--- config.mk ---
export PLATFORM = sky130hd
export DESIGN_NAME = uart_regif
export DESIGN_NICKNAME = d
export VERILOG_FILES = /design/src/rtl/uart_regif_pkg.sv /design/src/rtl/uart_regif_dec.sv /design/src/rtl/uart_regif_rxq.sv /design/src/rtl/uart_regif_stat.sv /design/src/rtl/uart_regif.sv
export SDC_FILE = /design/constraint.sdc
export NUM_CORES = 1
export LEC_CHECK = 0
export CORE_MARGIN = 2
export CORE_UTILIZATION = 45
export DETAILED_ROUTE_END_ITERATION = 12
export PLACE_DENSITY = 0.69
export SYNTH_ARGS = -nofsm -noshare
export SYNTH_HDL_FRONTEND = slang
export SYNTH_SLANG_ARGS = --single-unit
--- constraint.sdc ---
create_clock -name clk -period 5.2 [get_ports clk]
set_clock_uncertainty 0.15 [all_clocks]
set_input_delay 1.04 -clock clk [delete_from_list [all_inputs] [get_ports clk]]
set_output_delay 1.04 -clock clk [all_outputs]
set_load 0.005 [all_outputs]
--- src/rtl/uart_regif_pkg.sv ---
package uart_regif_pkg;
  localparam int WORD_W = 32;
  localparam int BYTE_W = 8;

  typedef enum logic [1:0] {
    SEL_RXD  = 2'd0,
    SEL_TXD  = 2'd1,
    SEL_STAT = 2'd2,
    SEL_CTRL = 2'd3
  } reg_sel_e;

  // status word bit positions
  localparam int ST_AVAIL   = 0;
  localparam int ST_RXFULL  = 1;
  localparam int ST_TXEMPTY = 2;
  localparam int ST_TXFULL  = 3;
  localparam int ST_PEND    = 4;
  localparam int ST_OVR     = 5;
  localparam int ST_FRM     = 6;
  localparam int ST_PAR     = 7;

  // control word bit positions
  localparam int CT_TXCLR = 0;
  localparam int CT_RXCLR = 1;
  localparam int CT_IEN   = 4;
endpackage

--- src/rtl/uart_regif_dec.sv ---
module uart_regif_dec
  import uart_regif_pkg::*;
#(
  parameter int ADDR_W = 4
) (
  input  logic [ADDR_W-1:0] addr,
  input  logic              rd,
  input  logic              wr,
  output logic              hit,
  output reg_sel_e          sel,
  output logic              wr_tx,
  output logic              wr_ctrl,
  output logic              rd_rx
);
  logic [ADDR_W-1:0] widx;

  assign widx    = addr >> 2;
  assign hit     = widx < ADDR_W'(4);
  assign sel     = reg_sel_e'(widx[1:0]);
  assign wr_tx   = wr & hit & (sel == SEL_TXD);
  assign wr_ctrl = wr & hit & (sel == SEL_CTRL);
  assign rd_rx   = rd & hit & (sel == SEL_RXD);
endmodule

--- src/rtl/uart_regif_rxq.sv ---
module uart_regif_rxq #(
  parameter int DEPTH = 8,
  parameter int DW    = 8
) (
  input  logic                         clk,
  input  logic                         rst,
  input  logic                         clr,
  input  logic                         push,
  input  logic [DW-1:0]                din,
  input  logic                         pop,
  output logic [DW-1:0]                dout,
  output logic [$clog2(DEPTH+1)-1:0]   occ,
  output logic                         nz_next,
  output logic                         ready
);
  localparam int PW = (DEPTH > 1) ? $clog2(DEPTH) : 1;
  localparam int CW = $clog2(DEPTH + 1);

  logic [DW-1:0] mem [DEPTH];
  logic [PW-1:0] wp, rp;
  logic [CW-1:0] occ_q, occ_d;
  logic          push_ok, pop_ok;
  int            slot;

  assign ready   = occ_q < CW'(DEPTH);
  assign push_ok = push & ready;
  assign pop_ok  = pop & (occ_q != '0);

  // oldest slot = write slot minus occupancy, modulo DEPTH
  always_comb begin
    slot = int'(wp) - int'(occ_q);
    if (slot < 0) slot = slot + DEPTH;
    rp = PW'(slot);
  end

  assign occ_d   = clr ? '0 : occ_q + CW'(push_ok) - CW'(pop_ok);
  assign nz_next = occ_d != '0;
  assign dout    = mem[rp];
  assign occ     = occ_q;

  always_ff @(posedge clk) begin
    if (rst) begin
      wp    <= '0;
      occ_q <= '0;
      for (int i = 0; i < DEPTH; i++) mem[i] <= '0;
    end else begin
      occ_q <= occ_d;
      if (clr) begin
        wp <= '0;
      end else if (push_ok) begin
        mem[wp] <= din;
        wp      <= (wp == PW'(DEPTH - 1)) ? '0 : wp + 1'b1;
      end
    end
  end
endmodule

--- src/rtl/uart_regif_stat.sv ---
module uart_regif_stat
  import uart_regif_pkg::*;
(
  input  logic              clk,
  input  logic              rst,
  input  logic              tx_wr,
  input  logic              nz_next,
  input  logic              q_nonempty,
  input  logic              q_full,
  input  logic              tx_ready,
  input  logic              err_overrun,
  input  logic              err_frame,
  input  logic              err_parity,
  input  logic              irq_en,
  output logic [WORD_W-1:0] status,
  output logic              pend,
  output logic              irq
);
  logic pend_q;

  always_ff @(posedge clk) begin
    if (rst)                   pend_q <= 1'b0;
    else if (tx_wr || nz_next) pend_q <= 1'b1;
  end

  always_comb begin
    status             = '0;
    status[ST_AVAIL]   = q_nonempty;
    status[ST_RXFULL]  = q_full;
    status[ST_TXEMPTY] = 1'b1;
    status[ST_TXFULL]  = ~tx_ready;
    status[ST_PEND]    = pend_q;
    status[ST_OVR]     = err_overrun;
    status[ST_FRM]     = err_frame;
    status[ST_PAR]     = err_parity;
  end

  assign pend = pend_q;
  assign irq  = pend_q & irq_en;
endmodule

--- src/rtl/uart_regif.sv ---
module uart_regif
  import uart_regif_pkg::*;
#(
  parameter int ADDR_W = 4,
  parameter int DEPTH  = 8
) (
  input  logic              clk,
  input  logic              rst,
  input  logic [ADDR_W-1:0] bus_addr,
  input  logic              bus_wr,
  input  logic              bus_rd,
  input  logic [31:0]       bus_wdata,
  output logic [31:0]       bus_rdata,
  input  logic              rx_valid,
  input  logic [7:0]        rx_data,
  output logic              rx_ready,
  output logic              tx_valid,
  output logic [7:0]        tx_data,
  input  logic              tx_ready,
  input  logic              err_overrun,
  input  logic              err_frame,
  input  logic              err_parity,
  output logic              irq
);
  localparam int CW = $clog2(DEPTH + 1);

  logic              hit, wr_tx, wr_ctrl, rd_rx, rx_clr;
  reg_sel_e          sel;
  logic [BYTE_W-1:0] q_dout;
  logic [CW-1:0]     rx_occ;
  logic              nz_next, pend_q, irq_en;
  logic [WORD_W-1:0] status_w, ctrl_q, txd_q;
  logic              tx_valid_q;
  logic [BYTE_W-1:0] tx_data_q;

  uart_regif_dec #(.ADDR_W(ADDR_W)) u_dec (
    .addr(bus_addr), .rd(bus_rd), .wr(bus_wr),
    .hit(hit), .sel(sel), .wr_tx(wr_tx), .wr_ctrl(wr_ctrl), .rd_rx(rd_rx)
  );

  assign rx_clr = wr_ctrl & bus_wdata[CT_RXCLR];

  uart_regif_rxq #(.DEPTH(DEPTH), .DW(BYTE_W)) u_rxq (
    .clk(clk), .rst(rst), .clr(rx_clr),
    .push(rx_valid), .din(rx_data), .pop(rd_rx),
    .dout(q_dout), .occ(rx_occ), .nz_next(nz_next), .ready(rx_ready)
  );

  assign irq_en = ctrl_q[CT_IEN];

  uart_regif_stat u_stat (
    .clk(clk), .rst(rst), .tx_wr(wr_tx), .nz_next(nz_next),
    .q_nonempty(rx_occ != '0), .q_full(rx_occ == CW'(DEPTH)),
    .tx_ready(tx_ready), .err_overrun(err_overrun), .err_frame(err_frame),
    .err_parity(err_parity), .irq_en(irq_en),
    .status(status_w), .pend(pend_q), .irq(irq)
  );

  always_ff @(posedge clk) begin
    if (rst) begin
      ctrl_q     <= '0;
      txd_q      <= '0;
      tx_valid_q <= 1'b0;
      tx_data_q  <= '0;
    end else begin
      tx_valid_q <= wr_tx;
      if (wr_ctrl) ctrl_q <= bus_wdata;
      if (wr_tx) begin
        txd_q     <= bus_wdata;
        tx_data_q <= bus_wdata[BYTE_W-1:0];
      end
    end
  end

  assign tx_valid = tx_valid_q;
  assign tx_data  = tx_data_q;

  always_comb begin
    bus_rdata = '0;
    if (hit) begin
      unique case (sel)
        SEL_RXD:  bus_rdata = {{(WORD_W-BYTE_W){1'b0}}, q_dout};
        SEL_TXD:  bus_rdata = txd_q;
        SEL_STAT: bus_rdata = status_w;
        SEL_CTRL: bus_rdata = ctrl_q;
      endcase
    end
  end
endmodule

==> results of run 1 <==
==> flip-flops by register name (all words and copies together) (netlist names) <==
register     cells
u_rxq.mem       64
ctrl_q          32
txd_q           32
u_rxq.occ        4
u_rxq.wp         3
tx_valid         1
u_stat.pend      1
==> cells in the mapped netlist, types with 2 or more instances <==
library cell | count | area [um^2]
sky130_fd_sc_hd__mux4_2 | 22 | 495.5
sky130_fd_sc_hd__clkbuf_1 | 30 | 112.6
sky130_fd_sc_hd__edfxtp_1 | 64 | 1922
sky130_fd_sc_hd__xnor2_1 | 3 | 26.28
sky130_fd_sc_hd__buf_1 | 4 | 15.01
sky130_fd_sc_hd__nor3_1 | 3 | 15.01
sky130_fd_sc_hd__o32ai_1 | 2 | 17.52
sky130_fd_sc_hd__nand3_1 | 8 | 40.04
sky130_fd_sc_hd__nand2_1 | 141 | 529.3
sky130_fd_sc_hd__inv_1 | 11 | 41.29
sky130_fd_sc_hd__a21oi_1 | 67 | 335.3
sky130_fd_sc_hd__dfxtp_1 | 73 | 1461
sky130_fd_sc_hd__ha_1 | 9 | 112.6
sky130_fd_sc_hd__nor2b_1 | 24 | 150.1
sky130_fd_sc_hd__o21bai_1 | 8 | 60.06
sky130_fd_sc_hd__buf_4 | 8 | 60.06
sky130_fd_sc_hd__buf_2 | 2 | 10.01
sky130_fd_sc_hd__and3_1 | 3 | 18.77
sky130_fd_sc_hd__and2_1 | 4 | 25.02
sky130_fd_sc_hd__mux2_2 | 7 | 78.83
sky130_fd_sc_hd__fa_1 | 2 | 40.04
sky130_fd_sc_hd__mux2i_1 | 27 | 270.3
sky130_fd_sc_hd__nor2_1 | 79 | 296.5
==> worst max-delay path: cells and delay by family (launching register included) <==
family / cells / cell delay (ns)
fa+ha+maj: 2 / 0.58
buf+inv: 4 / 0.85
flops: 1 / 0.46
mux: 3 / 1.12
==> power breakdown <==
| part | switching [mW] | leakage (nW) | internal (mW) |
|---|---|---|---|
| logic | 0.378 | 1.29 | 0.414 |
| clock network | 0.442 | 0.277 | 0.690 |
| registers | 0.0349 | 1.26 | 1.19 |
| total | 0.854 | 2.83 | 2.29 |
==> cells by family (layout without fill, tap and decap cells) <==
group | count (synthesis) | count (layout) | share of synthesized area, %
xor gates and xnor gates | 4 | 4 | 0.5609
and+or+nand+nor | 265 | 265 | 17.54
DFF | 137 | 137 | 54.16
AOI/OAI and AO/OA | 80 | 80 | 7.030
adders and majority gates | 11 | 11 | 2.443
muxes | 57 | 57 | 13.94
buffers and inverters | 57 | 150 | 4.326
==> layout by cell type (no fill, tap or decap), types with 2 or more instances in the layout <==
cell,n
sky130_fd_sc_hd__edfxtp_1,64
sky130_fd_sc_hd__clkdlybuf4s50_1,91
sky130_fd_sc_hd__buf_4,14
sky130_fd_sc_hd__mux2_2,7
sky130_fd_sc_hd__ha_1,9
sky130_fd_sc_hd__and3_1,3
sky130_fd_sc_hd__and2_1,4
sky130_fd_sc_hd__mux2i_1,27
sky130_fd_sc_hd__nand2_1,141
sky130_fd_sc_hd__clkinv_4,2
sky130_fd_sc_hd__nor2b_1,24
sky130_fd_sc_hd__clkinvlp_4,2
sky130_fd_sc_hd__clkinv_1,2
sky130_fd_sc_hd__clkinv_2,4
sky130_fd_sc_hd__mux4_2,22
sky130_fd_sc_hd__inv_1,11
sky130_fd_sc_hd__a21oi_1,67
sky130_fd_sc_hd__xnor2_1,3
sky130_fd_sc_hd__clkbuf_8,3
sky130_fd_sc_hd__buf_2,2
sky130_fd_sc_hd__nand3_1,8
sky130_fd_sc_hd__fa_1,2
sky130_fd_sc_hd__nor3_1,3
sky130_fd_sc_hd__o21bai_1,8
sky130_fd_sc_hd__dfxtp_1,73
sky130_fd_sc_hd__o32ai_1,2
sky130_fd_sc_hd__nor2_1,78
sky130_fd_sc_hd__clkbuf_16,17
==> cell type report <==
type | count | share of cell area, %
clock buffers | 20 | 5.955
clock inverters | 12 | 1.261
inverters | 11 | 0.5268
multi-input cells | 417 | 33.13
flip-flops and latches | 137 | 43.17
well taps | 180 | 2.874
repair buffers | 107 | 13.09
==> metrics by stage <==
stage	setup WS, ns	area [um^2]	hold slack [ns]	utilization [%]
global placement	1.032	7272	0.2907	53.01
global route	0.3889	7838	0.3258	57.13
finish	0.5709	7838	0.3044	57.13
detailed placement	1.003	7272	0.2956	53.01
floorplan	1.208	6247	0.2832	-
CTS	0.5414	7838	0.3036	57.13
==> worst max path at each step <==
stage / depth (start not counted) / endpoint / startpoint / slack (ns)
2_1_floorplan: 10 / bus_rdata[0] / u_rxq.wp[0] / 1.21
3_3_place_gp: 9 / bus_rdata[4] / u_rxq.wp[0] / 1.03
3_5_place_dp: 9 / bus_rdata[4] / u_rxq.wp[0] / 1.00
4_1_cts: 7 / bus_rdata[4] / u_rxq.wp[0] / 0.54
5_1_grt: 7 / bus_rdata[4] / u_rxq.wp[0] / 0.39
6_report: 9 / bus_rdata[4] / u_rxq.wp[0] / 0.57
==> per-layer routing <==
metal  routed length [um]  up-vias  GRT usage (%)  share of wire, %
met4                  244        0          7.471               1.6
met1                 6176     2304          26.09                41
met3                  640       19          3.792               4.3
met5                    0        -              0                 0
li1                     -     2245              -                 -
met2                 7913      112          35.93                53
==> impl_summary.md, run 1 <==
STA
Setup repair after global routing left no endpoint under its margin. Based on the critical path, the design can be clocked at up to 0.2160 GHz. The minimum clock period is 4.629 ns. The final max-slew violation count came to 0. The final hold violation count is 0.

The worst pin sits at a relative slew slack of 38.00%. The post-route fraction of the period consumed by the critical path is 89.02%. The slew at the pin closest to its max-slew limit is 0.9281 ns. Setup violations remaining at the end of the flow were counted as 0. In the final timing run, aggregate negative setup slack is 0 ns.

Routing
The routed layout has 4,680 vias. In this run, the number of DRC markers left after iteration 0 of detailed routing was 372. The first-pass detailed-route iteration total is 5.

Summed over all layers, the routed wires come to 14,980 um. The average wire length per cell after detail routing is 16.94 um. Using the TritonRoute via totals, the vias-per-cell ratio works out to 5.294. The count of nets left with antenna violations once routing finished came out at 0. For this run, design rule violations remaining after detail routing come to 0.

Critical path
Counting cells, the worst reg-to-reg path comes to 12. For this run, the slowest stage of the critical path takes 0.50 ns. The critical path goes through inv_1 > ha_1 > inv_1 > fa_1 > buf_4 > mux4_2 > mux2_2 > mux4_2 > clkdlybuf4s50_1. STA classifies the critical path startpoint as a register. The cell with the biggest individual delay on the critical path is sky130_fd_sc_hd__mux4_2. The endpoint identified for the worst register-to-register timing path is u_stat.pend. The worst register-to-register path has a setup slack of 2.37 ns.

The critical path in this run is classified as register to output pin. The biggest fanout along the worst timing path is 16. The worst endpoint data arrival time is 3.44 ns. At the worst endpoint, the required time is 4.01 ns. In this run the critical register-to-register path is launched from u_rxq.occ[3]. The kind of end point of the critical path is an output pin.

Global route
The number of global-route vias before repair is 4,606. The pin count of the biggest net entering global routing is 74. The wire length of the first global-routing pass is 23,450 um.

The total global-route track usage is 20.77%. The initial antenna violation count is 0. After global routing the overflow that remains totals 0.

Die
The die covers 0.01484 mm^2. The width of the chip is 121.8 um. The die height is 121.8 um. The number of top-level design ports is 96. Row generation in the floorplan step produced 43 rows.

The initial core utilization is 45.54%. The core area is 0.01372 mm^2.

Clocking
The number of setup buffers added after CTS is 0. The number of hold-repair buffers added at the cts stage is 0. The clock reaches the later pin of the worst-skew pair after 0.42 ns.

The TritonCTS buffer count is 17. In this run the number of H-tree levels came out at 4. The count of cells resized by post-cts repair is 0. The maximum buffer depth of the clock tree is 2.

TritonCTS built the clock tree. After clock tree synthesis, the clock-pin slew on the worst setup and hold paths is 0.05 ns. CTS placed an instance of sky130_fd_sc_hd__clkbuf_16 at the clock tree root.

For this design, the sink count on the clock tree is 137.

Placed design
Routability-driven placement finished with a final weighted congestion of 0.7769. The number of cells after detailed placement is 852. The count of input and output buffers is 93. The wire-length estimate of the detail-placed layout is 10,010 um.

Final layout
Registers take 0.003383 mm^2. The final antenna diode count is 0. The count of fill cells added during filler insertion is 1,169. Of the cells placed in the final design, the portion with a size suffix greater than 1 is 10.94%. After the flow finishes, the layout carries non-filler instances totaling 884. The final-stage net count is 755. In the final layout, the multi-input gates occupy 0.002596 mm^2. The relative area change from synthesis to final layout is 25.46%.

Yosys
Yosys mapped a number of flops with a built-in enable equal to 64. After synthesis, the mean cell area works out to 10.22 um^2. The dominant synthesized flop cell is sky130_fd_sc_hd__dfxtp_1. The sequential element share of the synthesized area is 54.16%. The post-synth net total is 675.

The warning count from the yosys run is 0. The cell count after synthesis is 611. The cell area that synthesis handed to floorplanning was 0.006247 mm^2. The count of different cell masters after synthesis is 33. The number of register bits inferred by synthesis is 137. The async set-or-reset flop fraction in the synthesized netlist is 0%.

Worst hold path
The worst min-delay path startpoint is txd_q[22]. The path type of the worst min-delay path is register to register. The worst hold path stage count is 2. The end point of the worst hold path is txd_q[22].

Pwr
The leakage component of the power is 2.827 nW. The overall power consumption is 3.148 mW. The total power per unit cell area is 401.7 mW/mm^2. The worst voltage drop across the vdd grid is 0.2395 mV.

Outcome
The run finished with clean final reports.

Flow run
The total of max-cap violations is 0.
Power figures use the tool's default switching activity.
==> run 2: changes to the inputs <==
Settings changed: CELL_PAD_IN_SITES_DETAIL_PLACEMENT from default to 1, CELL_PAD_IN_SITES_GLOBAL_PLACEMENT from default to 1, DONT_BUFFER_PORTS from default to 1, PLACE_DENSITY 0.69 to default, PLACE_DENSITY_LB_ADDON from default to 0.1.
==> run 2 against run 1 <==
Net effect:
- sequential power about the same
- power decreased by 4.2%
- maximum frequency up 1.7%
- combinational power down 15%
- critical path depth down 2
- clock power about the same
- global-route usage rose by 2.4 points
- worst hold slack lost 0.0079 ns
- setup slack improved by 0.076 ns
- critical endpoint is now bus_rdata[3]
==> impl_summary.md, run 2 (synthesis gave the netlist of run 1 again) <==
Critical path
The kind of end point of the critical path is an output pin. By startpoint and endpoint, the worst setup path is classified as register to output pin. The worst endpoint data arrival time is 3.36 ns. Counting both buffers and inverters, the worst setup path holds a total of 2. The biggest fanout along the worst timing path is 16. The critical path data required time is 4.01 ns. Measured in cells, the most critical reg-to-reg path has a length of 12. For this design, the slowest cell found on the critical path is sky130_fd_sc_hd__fa_1. The critical path startpoint category is a register. The cell family contributing the most delay on the critical path is multiplexers. Walking the worst path, the cells encountered are inv_1 > ha_1 > inv_1 > fa_1 > mux4_2 > mux2_2 > mux4_2. For this run, the slowest stage of the critical path takes 1.06 ns. In this run the number of cells on the critical path is 7.

Global route
After global routing, the most crowded layer is met2. The total global-route track usage is 23.13%. Global routing used 5.384% of the available met3 tracks. The total overflow left after global routing is 0. The number of global-route vias before repair came to 4,598. The wire length of the first global-routing pass is 25,390 um.

Global routing consumed, on the met2 layer, 39.42% of the routing resources. Entering global routing, the biggest net connects 77 pins. For met1 alone, demand over resource in global routing was 28.93%.

The initial antenna violation count is 0.

Routing
In this run the remaining antenna-violating nets after routing total 0. For this block, the via count after detailed routing is 4,379. The average wire length per cell after detail routing is 21.01 um.

The first-pass detailed-route iteration total is 5. The number of DRC violations after detailed routing is 0. For this block, the initial DRC count from the detailed router was 273. Using the TritonRoute via totals, the vias-per-cell ratio works out to 5.607. For this block, the routed nets add up to 16,410 um of wire.

Final layout
The register with the most flip-flops in the final layout is u_rxq.mem. The filler cells instantiated in the layout total 1,522. The final antenna diode count is 0. The final-stage net count is 653.

The most common cell after layout, fill and taps aside is sky130_fd_sc_hd__nand2_1. Leaving out fill and tap cells, the most frequent cells in the layout are sky130_fd_sc_hd__nand2_1, sky130_fd_sc_hd__nor2_1, sky130_fd_sc_hd__dfxtp_1. In the final layout, the registers with the most flip-flops are u_rxq.mem (64), ctrl_q (32), txd_q (32).

The relative area change from synthesis to final layout is 9.193%. The post-route netlist has 9.983% of its cells at a drive strength greater than 1. The utilization after layout is 49.72%. The flip-flop count of the largest register, all copies and words added is 64.

Placed design
The count of input and output buffers is 0. The global placement routability congestion is 0.7845. The detailed placement HPWL is 10,550 um.

STA
The slew at the pin closest to its max-slew limit is 1.085 ns. The minimum clock period is 4.553 ns. In the final timing run, aggregate negative setup slack is 0 ns.

Setup repair after global routing left no endpoint under its margin. Setup violations remaining at the end of the flow were counted as 0. Based on the critical path, the design can be clocked at up to 0.2197 GHz.

The final hold violation count was 0. The post-route fraction of the period consumed by the critical path is 87.55%. The worst slew margin relative to its limit is 27.50%.

The final max-slew violation count is 0.

Clocking
The count of cells resized by post-cts repair is 0. The clock edge transition at the registers on the reported setup and hold paths is 0.05 ns. The root cell of the clock tree is sky130_fd_sc_hd__clkbuf_16. The total clock sinks is 137. The longest clock path from root to sink contains 2 buffers. The number of setup buffers added after CTS is 0. After clock tree synthesis, the flow added hold-fix buffers numbering 0.

The TritonCTS clock tree is yes. The later-pin clock latency in the skew report is 0.42 ns. TritonCTS created 17 clock buffers. CTS built an H-tree with a depth of 4.

Pwr
Of the total power, registers draw 40.7%. The switching power is 808.1 uW. Power spread over the standard cell area amounts to 442.2 mW/mm^2.

Combinational logic burns 22.2% of the power. Of the total power, the share spent switching nets is 26.79%. The clock network fraction of total power is 37.1%. VDD sags by at most 0.2322 mV. Internal power comes to 2.209 mW. Summed over all cells, the static leakage comes to 2.427 nW.

Outcome
The flow ran to the end, and the final reports show no timing, DRC or antenna violations.

Die
The die height is 121.8 um. The floorplan step set the die width to 121.8 um. The floorplan die area is 0.01484 mm^2.

The initialized floorplan defines 43 standard-cell rows. The initial utilization of the core area, before any placement, comes to 45.54%. The number of top-level design ports is 96. The core area is 0.01372 mm^2.

Worst hold path
The min-delay analysis places its worst path in the category register to register. The worst hold path stage count is 2.

Flow run
The total of max-cap violations is 0.
[run 2: path summary, 6_finish.rpt]
check / to / slack [ns] / start
setup / recovery: bus_rdata[3] / 0.65 / u_rxq.wp[0]
hold / removal: txd_q[26] / 0.30 / txd_q[26]
setup reg to reg: u_stat.pend / 2.30 / u_rxq.occ[3]
hold reg to reg: txd_q[26] / 0.30 / txd_q[26]
[run 2: area by class of cell]
cell class | count | area, um^2 | share of cell area [%]
Sequential cell | 137 | 3383 | 49.60
Tap cell | 180 | 225.2 | 3.302
Clock inverter | 4 | 45.04 | 0.6603
Inverter | 11 | 41.29 | 0.6053
Clock buffer | 27 | 493.0 | 7.227
Multi-Input combinational cell | 417 | 2596 | 38.06
Timing Repair Buffer | 5 | 37.54 | 0.5503
[run 2: through the flow]
step                      power, mW  cell area (um^2)  worst slack (ns)  instances  hold slack (ns)
after CTS                     3.047              6822            0.6032        781           0.2981
after global placement        1.906              6284             1.104        750           0.2850
final                         3.017              6822            0.6473        781           0.2966
after detailed placement      1.925              6284             1.088        750           0.2906
after global routing          3.148              6822            0.4943        781           0.3148
after floorplan               1.787              6247             1.208        611           0.2832
[run 2: power groups by stage]
stage / clock network (mW) / registers, mW / logic (mW)
after floorplan: 0 / 1.23 / 0.555
after global placement: 0 / 1.25 / 0.660
after detailed placement: 0 / 1.25 / 0.675
after CTS: 1.13 / 1.23 / 0.686
after global routing: 1.17 / 1.24 / 0.739
final: 1.12 / 1.23 / 0.671
[run 2: routing by layer]
metal | share of wire (%) | routed length [um]
met1 | 43 | 6985
met2 | 50 | 8215
met3 | 5.8 | 952
met4 | 1.6 | 256
met5 | 0 | 0
[run 2: worst reg2reg max path, cell delays in order, from the launching register on]
cell and delay [ns]:
sky130_fd_sc_hd__dfxtp_1 0.37, sky130_fd_sc_hd__inv_1 0.14, sky130_fd_sc_hd__ha_1 0.15, sky130_fd_sc_hd__nand3_1 0.16
sky130_fd_sc_hd__and3_1 0.24, sky130_fd_sc_hd__ha_1 0.26, sky130_fd_sc_hd__inv_1 0.04, sky130_fd_sc_hd__ha_1 0.21
sky130_fd_sc_hd__fa_1 0.39, sky130_fd_sc_hd__xnor2_1 0.26, sky130_fd_sc_hd__nand2_1 0.08, sky130_fd_sc_hd__nor3_1 0.21
sky130_fd_sc_hd__o32ai_1 0.11
